<file path="config.mk">
export PLATFORM = sky130hd
export DESIGN_NAME = syn_pulse_gen
export DESIGN_NICKNAME = d
export VERILOG_FILES = /design/src/rtl/spg_pkg.sv /design/src/rtl/spg_trig_merge.sv /design/src/rtl/spg_pulse_core.sv /design/src/rtl/syn_pulse_gen.sv
export SDC_FILE = /design/constraint.sdc
export NUM_CORES = 1
export LEC_CHECK = 0
export ABC_CLOCK_PERIOD_IN_PS = 3230
export BUFFER_PORTS_ARGS = -buffer_cell sky130_fd_sc_hd__buf_4
export CORE_AREA = 2 2 39 41
export DETAILED_ROUTE_END_ITERATION = 16
export DIE_AREA = 0 0 41 43
export PLACE_DENSITY = 0.57
export SLEW_MARGIN = 20
export SYNTH_ARGS = -nofsm -noshare
export SYNTH_HDL_FRONTEND = slang
export SYNTH_SLANG_ARGS = --single-unit
</file>
<file path="constraint.sdc">
create_clock -name clk -period 3.23 [get_ports clk]
set_input_delay 0.4845 -clock clk [delete_from_list [all_inputs] [get_ports clk]]
set_output_delay 0.4845 -clock clk [all_outputs]
set_load 0.03 [all_outputs]
</file>
<file path="src/rtl/spg_pkg.sv">
package spg_pkg;
    parameter int SPG_WEIGHT_W = 4;

    typedef struct packed {
        logic                    busy;
        logic [SPG_WEIGHT_W-1:0] cnt;
        logic [SPG_WEIGHT_W-1:0] wt;
        logic                    exc;
    } spg_state_t;
endpackage

</file>
<file path="src/rtl/spg_trig_merge.sv">
module spg_trig_merge #(
    parameter int N_IN = 3
) (
    input  logic [N_IN-1:0] spike_in,
    output logic            trig
);
    logic [N_IN:0] chain;

    assign chain[0] = 1'b0;
    generate
        for (genvar i = 0; i < N_IN; i++) begin : g_or
            assign chain[i+1] = chain[i] | spike_in[i];
        end
    endgenerate
    assign trig = chain[N_IN];
endmodule

</file>
<file path="src/rtl/spg_pulse_core.sv">
module spg_pulse_core
    import spg_pkg::*;
(
    input  logic                    clk,
    input  logic                    rst_n,
    input  logic                    trig,
    input  logic                    exc_in,
    input  logic [SPG_WEIGHT_W-1:0] weight,
    output logic                    pulse,
    output logic                    exc
);
    localparam logic [SPG_WEIGHT_W-1:0] ONE = SPG_WEIGHT_W'(1);

    spg_state_t st_d, st_q;
    logic       done;

    assign done = (st_q.cnt == st_q.wt);

    always_comb begin
        st_d = st_q;
        if (st_q.busy) begin
            if (done) begin
                st_d.busy = 1'b0;
                st_d.cnt  = '0;
            end else begin
                st_d.cnt = st_q.cnt + ONE;
            end
        end else if (trig && (weight != '0)) begin
            st_d.busy = 1'b1;
            st_d.cnt  = ONE;
            st_d.wt   = weight;
            st_d.exc  = exc_in;
        end
    end

    always_ff @(posedge clk or negedge rst_n) begin
        if (!rst_n) begin
            st_q <= '0;
        end else begin
            st_q <= st_d;
        end
    end

    assign pulse = st_q.busy;
    assign exc   = st_q.exc;
endmodule

</file>
<file path="src/rtl/syn_pulse_gen.sv">
module syn_pulse_gen
    import spg_pkg::*;
#(
    parameter int N_IN     = 3,
    parameter int WEIGHT_W = SPG_WEIGHT_W
) (
    input  logic                clk,
    input  logic                rst_n,
    input  logic [N_IN-1:0]     spike_in,
    input  logic                exc_in,
    input  logic [WEIGHT_W-1:0] weight,
    output logic                pulse_out,
    output logic                exc_out
);
    logic trig;

    spg_trig_merge #(.N_IN(N_IN)) merge_i (
        .spike_in (spike_in),
        .trig     (trig)
    );

    spg_pulse_core core_i (
        .clk    (clk),
        .rst_n  (rst_n),
        .trig   (trig),
        .exc_in (exc_in),
        .weight (SPG_WEIGHT_W'(weight)),
        .pulse  (pulse_out),
        .exc    (exc_out)
    );
endmodule

</file>
==> flow_summary_export.csv <==
group,metric,value,unit
layout,n_antenna_cell,0,
route,dr.pass1.iters,2,
clocking,cts_root_buffer,"clkbuf_4",
layout,fin_cells,72,
layout,final_common_cell,"buf_4",
layout,fill_cells,135,
route,drc,0,
synth,syn_inst,41,
synth,synthTopCellsByArea,"dfrtp_1 (52%), mux2_2 (12%), xnor2_1 (7.3%), a41oi_2 (3.4%), a31oi_1 (2.6%)",
timing,post-route-period-util,42.3,%
global_routing,grt_max_degree,11,
placement,dp.cells,68,
worst_setup_path,critPathSlowestCell,"dfrtp_1",
power_and_ir_drop,pwr_density_cell,1020,nW/um2
synth,ys_seq_elements,10,
synth,synth_area,482,um2
route,drt_iter0_markers,1,
global_routing,grt_use_total,12.9,%
global_routing,overflow,0,
clocking,clkSinkCount,10,
timing,slew_viol_final,0,
synth,yosysWarningCount,0,
timing,timing.slew.headroom,71.7,%
worst_setup_path,worstPathMaxFanout,4,
synth,synth.avg_cell_area,11.7,um2
floorplan,die_h,43,um
floorplan,initial_core_util,34.8,%
placement,io_buffers,11,
synth,synth_xor_area_share,7.27,%
route,drt-total-wl,848,um
timing,tns,0,ns
placement,place_congestion,0.654,
worst_setup_path,path_delay_family,"flip-flops",
power_and_ir_drop,finalPower,0.632,mW
clocking,cts_hold_buf,0,
route,viasPerCell,4.99,
power_and_ir_drop,p_leak,0.272,nW
layout,final_cell_mix,"buf_4 (11), dfrtp_1 (10), mux2_2 (5), xnor2_1 (4), clkbuf_4 (3)",
worst_setup_path,critPathBufInv,1,
worst_setup_path,crit_required,2.75,ns
clocking,cts.repair.resized,0,
timing,tightest_slew,0.421,ns
placement,placed_cell_area,584,um2
hold_path,hold_class,"primary input to async pin",
synth,synth_cell_types,19,
global_routing,grt_pass1_wl,1.50,mm
clocking,cts_tree,"built",
synth,syn_nets,52,
layout,final_core_util,44.8,%
clocking,clk_latency,0.26,ns
timing,setup_viol,0,
layout,fin_nets,68,
clocking,h-tree-depth,1,
worst_setup_path,critical_path_class,"register to primary output",
layout,fin_area,621,um2
power_and_ir_drop,vdd_drop_max,371,uV
synth,ys_seq_area_share,51.9,%
synth,synth-compound-area-share,13.5,%
worst_setup_path,critPathCaptureType,"primary output",
timing,grt_setup_unrepaired,"no",
worst_setup_path,reg2reg_from,"core_i.st_q[7]",
worst_setup_path,reg2reg_slack,1.87,ns
synth,yosys.area_share.simple,11.4,%
worst_setup_path,worstPathCellList,"buf_4",
worst_setup_path,startpoint_type,"register",
clocking,clk_path_buf_depth,2,
timing,fmax,0.732,GHz
timing,skew,0.00239,ns
floorplan,rows,14,
worst_setup_path,arrival,0.88,ns
route,wl_per_cell,11.8,um
global_routing,grt_antenna_before_repair,0,
synth,synthAdderAreaFrac,2.60,%
worst_setup_path,r2r-end,"core_i.st_q[8]",
layout,syn2layout_area_growth,28.8,%
clocking,path_clk_slew,0.07,ns
route,ant_nets,0,
placement,dp_hpwl,660,um
synth,muxShareOfSynthArea,11.7,%
route,num_vias,359,
global_routing,first_global_vias,343,
floorplan,core-area,1380,um2
run_status,status,"completed",
timing,period_needed,1.37,ns
floorplan,dieArea,1760,um2
floorplan,ios,12,
worst_setup_path,r2r_cells,4,
layout,drive_gt1_share,41.1,%
synth,synth_top_family_by_area,"compound AO/OA/AOI/OAI gates",
worst_setup_path,max_stage_delay,0.43,ns
clocking,cts_setup_buffers,0,
synth,synth_top_area_share,51.9,%
timing,hold_viol,0,
run,max_cap_violations,0,
synth,synth_area_leader_cell,"dfrtp_1",
floorplan,die_x,41,um
clocking,numCtsBuffers,3,
worst_setup_path,startpoint,"core_i.pulse",
-- flip-flops by register name (all words and copies together), names as in the netlist --
signal / cells
core_i.pulse: 1
core_i.exc: 1
core_i.st_q: 8
-- kinds of logic after synthesis --
logic type	after synthesis
AND/OR/NAND/NOR	10
flip-flops	10
AO/OA/AOI/OAI	9
multiplexers	5
XOR/XNOR	4
buffers and inverters	2
adder cells (fa/ha/maj)	1
-- synth_stat cells --
| library cell | n |
|---|---|
| a21oi_1 | 2 |
| a31oi_1 | 2 |
| a41oi_1 | 1 |
| a41oi_2 | 1 |
| dfrtp_1 | 10 |
| ha_1 | 1 |
| inv_1 | 2 |
| mux2_2 | 5 |
| nand2_1 | 2 |
| nand2b_1 | 1 |
| nand3_1 | 2 |
| nor2_1 | 1 |
| nor3_1 | 1 |
| nor3_2 | 1 |
| nor4_1 | 1 |
| o21ai_0 | 2 |
| o21bai_1 | 1 |
| or2_2 | 1 |
| xnor2_1 | 4 |
-- cell type report --
type | instances | area, um2 | share of cell area [%]
Clock buffer | 4 | 36.3 | 5.85
Inverter | 2 | 7.51 | 1.21
Multi-Input combinational cell | 29 | 224 | 36.1
Sequential cell | 10 | 250 | 40.3
Tap cell | 16 | 20.0 | 3.23
Timing Repair Buffer | 11 | 82.6 | 13.3
-- routing by layer --
| layer | GRT usage [%] | share of wire (%) |
|---|---|---|
| met5 | 0 | 0 |
| met4 | 8.00 | 0 |
| met3 | 4.71 | 3.9 |
| met2 | 17.5 | 48 |
| met1 | 16.9 | 48 |
-- power breakdown --
part | switching [mW] | internal (mW) | leakage (nW) | total, mW
Clock | 0.0442 | 0.0683 | 0.0210 | 0.113
Sequential | 0.0649 | 0.189 | 0.117 | 0.254
Combinational | 0.126 | 0.140 | 0.134 | 0.266
-- worst max-delay path by stage --
stage,to,slack [ns],cells past startpoint
CTS,core_i.st_q[8],1.84,4
floorplan,core_i.pulse,1.83,3
global placement,core_i.pulse,1.65,4
finish,pulse_out,1.86,1
global route,core_i.st_q[8],1.75,4
detailed placement,core_i.st_q[5],1.63,5
-- metrics by stage --
step                      hold WS, ns  worst slack, ns
after floorplan                 0.189             1.83
after detailed placement        0.325             1.63
after global placement          0.323             1.65
after CTS                      0.0373             1.84
after global routing           0.0272             1.75
final                          0.0375             1.86
(Power assumes the default switching activity.)
